--- src/rtl/nand_fe_pkg.sv ---
package nand_fe_pkg;

    typedef enum logic [2:0] {
        S_IDLE,
        S_RD_ADDR,
        S_PG_LOAD,
        S_ER_ADDR,
        S_BUSY,
        S_RD_DATA
    } fe_state_t;

    typedef enum logic [1:0] {
        K_READ,
        K_PROG,
        K_ERASE
    } op_kind_t;

    localparam logic [7:0] OP_RD_SETUP = 8'h00;
    localparam logic [7:0] OP_RD_GO    = 8'h30;
    localparam logic [7:0] OP_PG_SETUP = 8'h80;
    localparam logic [7:0] OP_PG_GO    = 8'h10;
    localparam logic [7:0] OP_ER_SETUP = 8'h60;
    localparam logic [7:0] OP_ER_GO    = 8'hD0;
    localparam logic [7:0] OP_RESET    = 8'hFF;

    function automatic fe_state_t setup_target(input logic [7:0] code);
        fe_state_t t;
        case (code)
            OP_RD_SETUP: t = S_RD_ADDR;
            OP_PG_SETUP: t = S_PG_LOAD;
            OP_ER_SETUP: t = S_ER_ADDR;
            default:     t = S_IDLE;
        endcase
        return t;
    endfunction

endpackage

--- src/rtl/nand_fe_sync.sv ---
module nand_fe_sync #(
    parameter int          W       = 8,
    parameter int          STAGES  = 2,
    parameter logic [W-1:0] RST_VAL = '0
) (
    input  logic         clk,
    input  logic         rst_n,
    input  logic [W-1:0] d,
    output logic [W-1:0] q
);
    logic [W-1:0] pipe [STAGES];

    always_ff @(posedge clk or negedge rst_n) begin
        if (!rst_n) begin
            for (int i = 0; i < STAGES; i++) pipe[i] <= RST_VAL;
        end else begin
            pipe[0] <= d;
            for (int i = 1; i < STAGES; i++) pipe[i] <= pipe[i-1];
        end
    end

    assign q = pipe[STAGES-1];
endmodule

--- src/rtl/nand_fe_addr.sv ---
module nand_fe_addr #(
    parameter int ADDR_BYTES = 5,
    parameter int COL_W      = 16
) (
    input  logic                    clk,
    input  logic                    rst_n,
    input  logic                    clr,
    input  logic                    addr_wr,
    input  logic [7:0]              byte_in,
    input  logic                    col_inc,
    output logic [8*ADDR_BYTES-1:0] addr_q,
    output logic [COL_W-1:0]        col_q
);
    localparam int CNT_W = $clog2(ADDR_BYTES);
    localparam logic [CNT_W-1:0] LAST = CNT_W'(ADDR_BYTES - 1);

    logic [CNT_W-1:0] cnt_q;

    always_ff @(posedge clk or negedge rst_n) begin
        if (!rst_n) begin
            cnt_q  <= '0;
            addr_q <= '0;
            col_q  <= '0;
        end else begin
            if (clr) begin
                cnt_q <= '0;
            end else if (addr_wr) begin
                cnt_q <= (cnt_q == LAST) ? '0 : cnt_q + 1'b1;
                for (int k = 0; k < ADDR_BYTES; k++) begin
                    if (cnt_q == CNT_W'(k)) addr_q[8*k +: 8] <= byte_in;
                end
                if (cnt_q == CNT_W'(0)) col_q <= COL_W'(byte_in);
                else if (cnt_q == CNT_W'(1)) col_q <= COL_W'({byte_in, col_q[7:0]});
            end
            if (col_inc && !addr_wr) col_q <= col_q + 1'b1;
        end
    end
endmodule

--- src/rtl/nand_fe_buf.sv ---
module nand_fe_buf #(
    parameter int         DEPTH    = 16,
    parameter logic [7:0] ERASED   = 8'hFF,
    parameter int         IDX_W    = $clog2(DEPTH)
) (
    input  logic                 clk,
    input  logic                 rst_n,
    input  logic                 wr_en,
    input  logic [IDX_W-1:0]     wr_idx,
    input  logic [7:0]           wr_data,
    input  logic                 fill_en,
    input  logic                 copy_en,
    input  logic [DEPTH*8-1:0]   copy_src,
    output logic [DEPTH*8-1:0]   mem_o
);
    always_ff @(posedge clk or negedge rst_n) begin
        if (!rst_n) begin
            mem_o <= {DEPTH{ERASED}};
        end else if (fill_en) begin
            mem_o <= {DEPTH{ERASED}};
        end else if (copy_en) begin
            mem_o <= copy_src;
        end else if (wr_en) begin
            mem_o[{wr_idx, 3'b000} +: 8] <= wr_data;
        end
    end
endmodule

--- src/rtl/nand_port_frontend.sv ---
module nand_port_frontend
    import nand_fe_pkg::*;
#(
    parameter int BUF_DEPTH   = 16,
    parameter int ADDR_BYTES  = 5,
    parameter int COL_W       = 16,
    parameter int SYNC_STAGES = 2,
    parameter int BUSY_RD     = 8,
    parameter int BUSY_PG     = 20,
    parameter int BUSY_ER     = 24
) (
    input  logic                    clk,
    input  logic                    rst_n,
    input  logic                    csel_n_i,
    input  logic                    cmd_sel_i,
    input  logic                    addr_sel_i,
    input  logic                    wstb_n_i,
    input  logic                    rstb_n_i,
    input  logic                    wprot_n_i,
    input  logic [7:0]              dq_i,
    output logic [7:0]              dq_o,
    output logic                    dq_oe_o,
    output logic                    rb_pull_o,
    output logic                    standby_o,
    output logic                    supply_en_o,
    output logic [7:0]              cmd_o,
    output logic [8*ADDR_BYTES-1:0] addr_o,
    output logic [COL_W-1:0]        col_o
);
    localparam int IDX_W    = $clog2(BUF_DEPTH);
    localparam int MAX_BUSY = (BUSY_PG > BUSY_ER) ? ((BUSY_PG > BUSY_RD) ? BUSY_PG : BUSY_RD)
                                                  : ((BUSY_ER > BUSY_RD) ? BUSY_ER : BUSY_RD);
    localparam int TMR_W    = $clog2(MAX_BUSY + 1);
    localparam int SYN_W    = 14;

    // synchronized pins
    logic [SYN_W-1:0] syn_q;
    logic [7:0]       s_dq;
    logic             s_csel_n, s_cmd, s_adr, s_wstb_n, s_rstb_n, s_wp_n;

    nand_fe_sync #(
        .W       (SYN_W),
        .STAGES  (SYNC_STAGES),
        .RST_VAL ({8'h00, 6'b100110})
    ) u_sync (
        .clk   (clk),
        .rst_n (rst_n),
        .d     ({dq_i, csel_n_i, cmd_sel_i, addr_sel_i, wstb_n_i, rstb_n_i, wprot_n_i}),
        .q     (syn_q)
    );

    assign s_dq     = syn_q[13:6];
    assign s_csel_n = syn_q[5];
    assign s_cmd    = syn_q[4];
    assign s_adr    = syn_q[3];
    assign s_wstb_n = syn_q[2];
    assign s_rstb_n = syn_q[1];
    assign s_wp_n   = syn_q[0];

    // strobe edge detection
    logic wstb_last, rstb_last;
    always_ff @(posedge clk or negedge rst_n) begin
        if (!rst_n) begin
            wstb_last <= 1'b1;
            rstb_last <= 1'b1;
        end else begin
            wstb_last <= s_wstb_n;
            rstb_last <= s_rstb_n;
        end
    end

    logic we_rise, re_fall;
    assign we_rise = s_wstb_n & ~wstb_last;
    assign re_fall = ~s_rstb_n & rstb_last;

    // controller state
    fe_state_t        state_q, state_d;
    op_kind_t         kind_q, kind_d;
    logic [TMR_W-1:0] tmr_q, tmr_d;

    logic busy, active;
    logic is_cmd, is_adr, is_dat, rd_step, addr_clr;
    logic arr_prog, arr_erase;

    assign busy    = (state_q == S_BUSY);
    assign active  = ~s_csel_n & ~busy;
    assign is_cmd  = active & we_rise & s_cmd & ~s_adr;
    assign is_adr  = active & we_rise & s_adr & ~s_cmd;
    assign is_dat  = active & we_rise & ~s_adr & ~s_cmd & (state_q == S_PG_LOAD);
    assign rd_step = active & re_fall & (state_q == S_RD_DATA);

    always_ff @(posedge clk or negedge rst_n) begin
        if (!rst_n) begin
            state_q <= S_IDLE;
            kind_q  <= K_READ;
            tmr_q   <= '0;
        end else begin
            state_q <= state_d;
            kind_q  <= kind_d;
            tmr_q   <= tmr_d;
        end
    end

    always_comb begin
        state_d  = state_q;
        kind_d   = kind_q;
        tmr_d    = tmr_q;
        unique case (state_q)
            S_IDLE, S_RD_DATA: begin
                if (is_cmd) state_d = setup_target(s_dq);
            end
            S_RD_ADDR: begin
                if (is_cmd) begin
                    if (s_dq == OP_RD_GO) begin
                        state_d = S_BUSY;
                        kind_d  = K_READ;
                        tmr_d   = TMR_W'(BUSY_RD - 1);
                    end else begin
                        state_d = setup_target(s_dq);
                    end
                end
            end
            S_PG_LOAD: begin
                if (is_cmd) begin
                    if (s_dq == OP_PG_GO) begin
                        state_d = s_wp_n ? S_BUSY : S_IDLE;
                        kind_d  = K_PROG;
                        tmr_d   = TMR_W'(BUSY_PG - 1);
                    end else begin
                        state_d = setup_target(s_dq);
                    end
                end
            end
            S_ER_ADDR: begin
                if (is_cmd) begin
                    if (s_dq == OP_ER_GO) begin
                        state_d = s_wp_n ? S_BUSY : S_IDLE;
                        kind_d  = K_ERASE;
                        tmr_d   = TMR_W'(BUSY_ER - 1);
                    end else begin
                        state_d = setup_target(s_dq);
                    end
                end
            end
            S_BUSY: begin
                if (tmr_q == '0) state_d = (kind_q == K_READ) ? S_RD_DATA : S_IDLE;
                else             tmr_d   = tmr_q - 1'b1;
            end
            default: state_d = S_IDLE;
        endcase
    end

    // outputs of the controller
    always_comb begin
        rb_pull_o   = busy;
        standby_o   = s_csel_n & ~busy;
        supply_en_o = s_wp_n;
        dq_oe_o     = ~s_csel_n & ~s_rstb_n & (state_q == S_RD_DATA);
        addr_clr    = is_cmd & (setup_target(s_dq) != S_IDLE);
        arr_prog    = busy & (tmr_q == '0) & (kind_q == K_PROG);
        arr_erase   = busy & (tmr_q == '0) & (kind_q == K_ERASE);
    end

    // command register and read data register
    logic [BUF_DEPTH*8-1:0] stage_mem, arr_mem;
    logic [7:0]             cmd_q, dout_q;
    logic [IDX_W-1:0]       idx;

    assign idx = col_o[IDX_W-1:0];

    always_ff @(posedge clk or negedge rst_n) begin
        if (!rst_n) begin
            cmd_q  <= '0;
            dout_q <= '0;
        end else begin
            if (is_cmd)  cmd_q  <= s_dq;
            if (rd_step) dout_q <= arr_mem[{idx, 3'b000} +: 8];
        end
    end

    assign cmd_o = cmd_q;
    assign dq_o  = dout_q;

    nand_fe_addr #(
        .ADDR_BYTES (ADDR_BYTES),
        .COL_W      (COL_W)
    ) u_addr (
        .clk     (clk),
        .rst_n   (rst_n),
        .clr     (addr_clr),
        .addr_wr (is_adr),
        .byte_in (s_dq),
        .col_inc (rd_step | is_dat),
        .addr_q  (addr_o),
        .col_q   (col_o)
    );

    nand_fe_buf #(
        .DEPTH (BUF_DEPTH)
    ) u_stage (
        .clk      (clk),
        .rst_n    (rst_n),
        .wr_en    (is_dat),
        .wr_idx   (idx),
        .wr_data  (s_dq),
        .fill_en  (1'b0),
        .copy_en  (1'b0),
        .copy_src ('0),
        .mem_o    (stage_mem)
    );

    nand_fe_buf #(
        .DEPTH (BUF_DEPTH)
    ) u_array (
        .clk      (clk),
        .rst_n    (rst_n),
        .wr_en    (1'b0),
        .wr_idx   ('0),
        .wr_data  (8'h00),
        .fill_en  (arr_erase),
        .copy_en  (arr_prog),
        .copy_src (stage_mem),
        .mem_o    (arr_mem)
    );
endmodule

--- config.mk ---
export PLATFORM = sky130hd
export DESIGN_NAME = nand_port_frontend
export DESIGN_NICKNAME = d
export VERILOG_FILES = /design/src/rtl/nand_fe_pkg.sv /design/src/rtl/nand_fe_sync.sv /design/src/rtl/nand_fe_addr.sv /design/src/rtl/nand_fe_buf.sv /design/src/rtl/nand_port_frontend.sv
export SDC_FILE = /design/constraint.sdc
export NUM_CORES = 1
export LEC_CHECK = 0
export BUFFER_PORTS_ARGS = -buffer_cell sky130_fd_sc_hd__buf_2
export CAP_MARGIN = 40
export CELL_PAD_IN_SITES_DETAIL_PLACEMENT = 1
export CELL_PAD_IN_SITES_GLOBAL_PLACEMENT = 1
export CORE_AREA = 10 10 195 197
export CTS_BUF_LIST = sky130_fd_sc_hd__clkbuf_8
export DETAILED_ROUTE_END_ITERATION = 6
export DIE_AREA = 0 0 205 207
export PLACE_DENSITY_LB_ADDON = 0.12
export SYNTH_ARGS = -nofsm -noshare
export SYNTH_HDL_FRONTEND = slang
export SYNTH_SLANG_ARGS = --single-unit
--- constraint.sdc ---
create_clock -name clk -period 2.9 [get_ports clk]
set_clock_uncertainty 0.1 [all_clocks]
set_input_delay 0.435 -clock clk [delete_from_list [all_inputs] [get_ports clk]]
set_output_delay 0.435 -clock clk [all_outputs]
set_load 0.02 [all_outputs]
# Word-level counts from Yosys, hierarchy flattened
# Index checks and enable logic that the tools add are counted.
[word_totals]
regBits = 371
elab_cells = 144
input_bits = 16
output_inout_bits = 76
[op_classes]
n_eq_ne = 26
reduce_logical = 26
shifts = 3
muxes = 38
n_addsub = 4
bitwise_logic = 28
[op_table]
columns = ["cell", "n"]
rows = [
  ["128-bit two-way mux", 2],
  ["128-bit bitwise mux", 1],
  ["8-bit by 9-bit variable shift with 128-bit output (first input constant)", 1],
  ["128-bit by 8-bit indexed part select with 8-bit output", 1],
  ["8-bit by 9-bit indexed part select with 128-bit output", 1],
  ["16-bit two-way mux", 5],
  ["3-bit two-way mux", 13],
  ["5-bit two-way mux", 7],
  ["3-bit AND reduction", 7],
  ["1-bit bitwise AND", 20],
  ["5-bit one-hot mux with 4 select lines", 1],
  ["16-bit by 1-bit adder with 16-bit output (second input constant)", 1],
  ["8-bit == test (second input constant)", 2],
  ["3-bit one-hot mux with 5 select lines", 1],
  ["2-bit != test (second input constant)", 7],
  ["3-bit by 2-bit == test with 1-bit output (second input constant)", 4],
  ["2-bit two-way mux", 6],
  ["2-bit one-hot mux with 3 select lines", 2],
  ["3-bit == test (second input constant)", 3],
  ["7-bit negator with 9-bit output", 1],
  ["3-bit nonzero test", 3],
  ["8-bit by 5-bit == test with 1-bit output (second input constant)", 1],
  ["8-bit by 6-bit == test with 1-bit output (second input constant)", 1],
  ["8-bit by 7-bit == test with 1-bit output (second input constant)", 1],
  ["other kinds (20)", 33],
]

# Logic depth before layout (Yosys ltp)
[depth]
ltp_word = 11
depth_mapped = 13
depth_no_buf = 7

# Modules after synthesis
# From an unflattened synthesis, not the netlist that was laid out.
[hier_totals]
hier_cells = 1928
hier_area_um2 = 20831.2
[modules_own_cells]
columns = ["module", "seq_area_each_um2", "instances", "cells_per_inst", "area_each_um2"]
rows = [
  ["nand_fe_buf at u_stage", 3363.2, 1, 718, 7502.2],
  ["nand_fe_buf at u_array", 3363.2, 1, 716, 7309.5],
  ["nand_fe_addr", 1476.4, 1, 227, 2708.8],
  ["nand_port_frontend", 703.2, 1, 225, 2497.4],
  ["nand_fe_sync", 708.2, 1, 42, 813.3],
]

# Worst setup path after synthesis
# Ideal clock, no wire load.
[synth_path]
path_type = "reg-to-reg"
startpoint = "register u_addr.col_q[0]"
endpoint = "register u_stage.mem_o[13]"
path_stages_with_launch = 13
setup_time_ns = 0.080
arrival_time_ns = 3.078
slack_ns = -0.358
n_path_buf = 6
synth_period_minus_slack_ns = 3.258
cell_sequence = "dfrtp_1 > buf_2 > buf_2 > buf_2 > inv_1 > ha_1 > clkbuf_1 > xnor2_1 > and3_1 > clkbuf_1 > clkbuf_1 > nand2_1 > o21ai_0"
[synth_between]
elab_chain_cells = 3
[synth_rtl]
columns = ["element", "line_no", "source"]
rows = [
  ["start: declaration", "nand_fe_addr.sv:12", "output logic [COL_W-1:0] col_q"],
  ["start signal: assignment", "nand_fe_addr.sv:32", "if (cnt_q == CNT_W'(0)) col_q <= COL_W'(byte_in);"],
  ["start signal: assignment", "nand_fe_addr.sv:33", "else if (cnt_q == CNT_W'(1)) col_q <= COL_W'({byte_in, col_q[7:0]});"],
  ["start signal: assignment", "nand_fe_addr.sv:35", "if (col_inc && !addr_wr) col_q <= col_q + 1'b1;"],
  ["7-bit negator with 9-bit output *", "nand_fe_buf.sv:24", "mem_o[{wr_idx, 3'b000} +: 8] <= wr_data;"],
  ["8-bit by 9-bit indexed part select with 128-bit output or 8-bit by 9-bit variable shift with 128-bit output (tied branches)", "nand_fe_buf.sv:24", ""],
  ["128-bit bitwise mux *", "nand_fe_buf.sv:24", ""],
  ["end signal: assignment", "nand_fe_buf.sv:20", "mem_o <= {DEPTH{ERASED}};"],
  ["end signal: assignment", "nand_fe_buf.sv:22", "mem_o <= copy_src;"],
  ["end signal: indexed assignment", "nand_fe_buf.sv:24", ""],
  ["end: declaration", "nand_fe_buf.sv:14", "output logic [DEPTH*8-1:0] mem_o"],
]
# Every way passes the cells marked *; elsewhere a longest branch is shown, timed or not.
# A chain may end at the register's enable or synchronous reset.

# Worst setup path after layout
[layout_path]
startpoint = "register state_q[1]"
endpoint = "output port rb_pull_o"
[layout_between]
elab_chain_cells = 1
[layout_rtl]
columns = ["element", "line_no", "source"]
rows = [
  ["start: declaration", "nand_port_frontend.sv:77", "fe_state_t state_q, state_d;"],
  ["start signal: assignment", "nand_port_frontend.sv:98", "state_q <= state_d;"],
  ["3-bit == test", "nand_port_frontend.sv:85", "assign busy = (state_q == S_BUSY);"],
  ["end: declaration", "nand_port_frontend.sv:23", "output logic rb_pull_o,"],
]
# Every way passes these cells.

==> impl_metrics.json <==
{
  "yosysTopAreaCellShare_pct": 43.6,
  "htree_num_levels": 2,
  "clkTransAtPathRegs_ps": 70,
  "synth_edf_count": 0,
  "yosysWarningCount": 0,
  "synth_cell_types": 70,
  "top_level_ports": 92,
  "netlist_area_mm2": 0.0159,
  "layoutNonFillerInstCount": 1948,
  "hold_class": "input port to async pin",
  "antenna_cells": 0,
  "slew_viol_final": 0,
  "cts_sinks": 371,
  "setup_tns_ps": 0,
  "ys_seq_area_share_pct": 60.4,
  "timing.rr.end": "u_addr.col_q[3]",
  "port-buffer-count": 91,
  "fin_area_mm2": 0.0187,
  "r2r_cells": 5,
  "clockPowerShare_pct": 35.0,
  "synth_top_cell_by_area": "dfstp_2",
  "leakage_nw": 7.72,
  "startpoint_type": "flop",
  "maxSlewHeadroom_pct": 49.7,
  "p_per_area_mw_per_mm2": 784,
  "internal_power_mw": 9.73,
  "worst_ep_arrival_time_ps": 2210,
  "die_w_um": 205,
  "ys_ff_latch": 371,
  "wl_per_cell_um": 23.7,
  "cts_buffers": 61,
  "gp_congestion": 0.864,
  "finish.utilization_pct": 54.7,
  "syn2layout_area_growth_pct": 17.3,
  "synthArstFlopShare_pct": 100,
  "synth_commonest_cells": "dfstp_2 (264), nand2_1 (208), o22a_1 (130)",
  "gr-usage-met3_pct": 3.54,
  "seq_power_share_pct": 40.1,
  "num_vias": 11200,
  "cp-end-kind": "primary output",
  "dr.pass1.iters": 5,
  "grt_pass1_wl_um": 73300,
  "use_met1_pct": 30.4,
  "min_period_over_period_pct": 94.6,
  "finalSetupViolCount": 0,
  "drive_above_1_share_pct": 42.3,
  "place.detailed.hpwl_um": 30100,
  "synthCells": 1309,
  "rows": 68,
  "start_util_pct": 46.6,
  "worst_pin_slew_ps": 750,
  "synthTopCellsByArea": "dfstp_2 (44%), dfrtp_1 (17%), o22a_1 (7.2%)",
  "synth_most_common_cell": "dfstp_2",
  "critPathMaxFanout": 11,
  "grt_pass1_vias": 12000,
  "peakVddDrop_uv": 432,
  "grt_max_degree": 129,
  "top_usage_layer": "met2",
  "via_per_inst": 5.73,
  "avgSynthCellArea_um2": 12.2,
  "max_cap_viol_count": 0,
  "die_area_mm2": 0.0424,
  "rrSetupSlack_ps": 210,
  "switchingPower_mw": 4.90,
  "hold_viol": 0,
  "dp.cells": 1820,
  "post_dp_cell_area_mm2": 0.0171,
  "core_area_mm2": 0.0341,
  "status": "complete, no violations",
  "criticalPathCategory": "flop to primary output",
  "rsz0062_at_grt": "no",
  "cts_tree": "built",
  "clock_latency_ps": 650,
  "wl_um": 46100,
  "fin_crit_ps": 2740,
  "syn_nets": 1335,
  "drt_iter0_drc": 671,
  "num-nets-final": 1469,
  "gr-usage-all-layers_pct": 22.0,
  "drtAntennaViolNets": 0,
  "p_total_mw": 14.6,
  "r2r_start": "u_sync.q[2]",
  "cts-root-buf": "clkbuf_8",
  "dieHeight_um": 207,
  "antenna_found_initial": 0,
  "clock_path_buffers": 3,
  "grt-ovfl-total": 0,
  "use_met2_pct": 35.4,
  "combPwrFrac_pct": 24.9,
  "cts_setup_buffers": 0,
  "synthFlopType": "dfstp_2",
  "swShare_pct": 33.5,
  "cp_data_required_time_ps": 2370,
  "drc": 0,
  "max_clock_freq_mhz": 364
}
==> area by class of cell <==
type                       count  area, um^2
fill                        3513       15500
sequential                   371        9620
multi-input combinational    810        5790
timing repair buffer         168        1170
clock buffer                  82        1130
tap                          455         569
clock inverter                31         265
inverter                      31         116
==> worst max-delay path, stage by stage, from the launching register on <==
cell and delay (ps):
dfrtp_1 500, or3b_4 530, clkinv_1 140, buf_4 200, buf_2 190
==> metrics by stage <==
stage	worst slack, ps	hold WS (ps)
after floorplan	3.67	39.4
after global placement	312	232
after detailed placement	204	238
after CTS	147	206
after global routing	67.8	253
final	156	242
==> kinds of logic (layout without fill, tap and decap cells) <==
logic type / Yosys count / after routing / share of synthesized area, %
multiplexers: 102 / 102 / 9.42
XOR/XNOR: 6 / 6 / 0.330
AO/OA/AOI/OAI: 333 / 333 / 14.8
flip-flops: 371 / 371 / 60.4
adder cells (fa/ha/maj): 10 / 10 / 0.787
AND/OR/NAND/NOR: 359 / 359 / 10.8
buffers and inverters: 128 / 312 / 3.37
==> placed cells by master, fill, tap and decap left out, types with 10 or more instances in the layout <==
master | Yosys | layout
nor3_1 | 11 | 11
clkbuf_8 | 0 | 82
o21ai_1 | 15 | 15
o22a_1 | 130 | 130
o21ai_0 | 110 | 110
nand4_1 | 11 | 11
dfrtp_1 | 107 | 105
ha_1 | 10 | 10
nand3_1 | 26 | 26
dlygate4sd3_1 | 0 | 15
a21oi_1 | 16 | 16
inv_1 | 30 | 47
nand2_1 | 208 | 208
buf_4 | 0 | 55
dfstp_2 | 264 | 264
mux2_2 | 61 | 61
buf_2 | 38 | 90
nor2_1 | 36 | 36
mux4_2 | 32 | 32
o211ai_1 | 10 | 10
==> power groups by stage <==
| stage | sequential [mW] | clock [mW] | combinational, mW |
|---|---|---|---|
| global placement | 5.93 | 0 | 3.57 |
| detailed placement | 5.94 | 0 | 3.63 |
| global route | 5.92 | 5.53 | 3.95 |
| CTS | 5.87 | 5.26 | 3.66 |
| floorplan | 6.23 | 0 | 1.88 |
| finish | 5.87 | 5.12 | 3.64 |
==> how the worst max path moves through the flow <==
stage / start / endpoint / slack (ps)
floorplan: u_addr.col_q[1] / u_stage.mem_o[43] / 4
global placement: u_sync.q[2] / u_addr.col_q[13] / 310
detailed placement: u_sync.q[2] / u_addr.col_q[13] / 200
CTS: state_q[1] / rb_pull_o / 150
global route: u_addr.col_q[0] / u_stage.mem_o[108] / 70
finish: state_q[1] / rb_pull_o / 160
==> sequential cells by signal, summed over array words and instances, names as in the netlist <==
| signal | count |
|---|---|
| rstb_last | 1 |
| u_addr.col_q | 16 |
| wstb_last | 1 |
| u_stage.mem_o | 128 |
| kind_q | 2 |
| u_array.mem_o | 128 |
| u_sync.q | 14 |
| u_sync.pipe | 14 |
| dq_o | 8 |
| tmr_q | 5 |
| cmd_o | 8 |
| u_addr.cnt_q | 3 |
| state_q | 3 |
| u_addr.addr_q | 40 |
==> metal layers <==
layer | vias up | share of wire (%) | wire, um
met1 | 5884 | 46 | 21000
met4 | 0 | 1.6 | 742
met3 | 57 | 4.2 | 1920
met2 | 197 | 49 | 22500
met5 | - | 0 | 0
li1 | 5021 | - | -
==> what timing repair did <==
action | CTS | global route
endpoints found under the setup margin | 1 | 3
hold buffers | 15 | 0
gates resized for setup | 1 | 2
endpoints found under the hold margin | 69 | 0
Note: power is estimated with default switching activity, not from simulation.
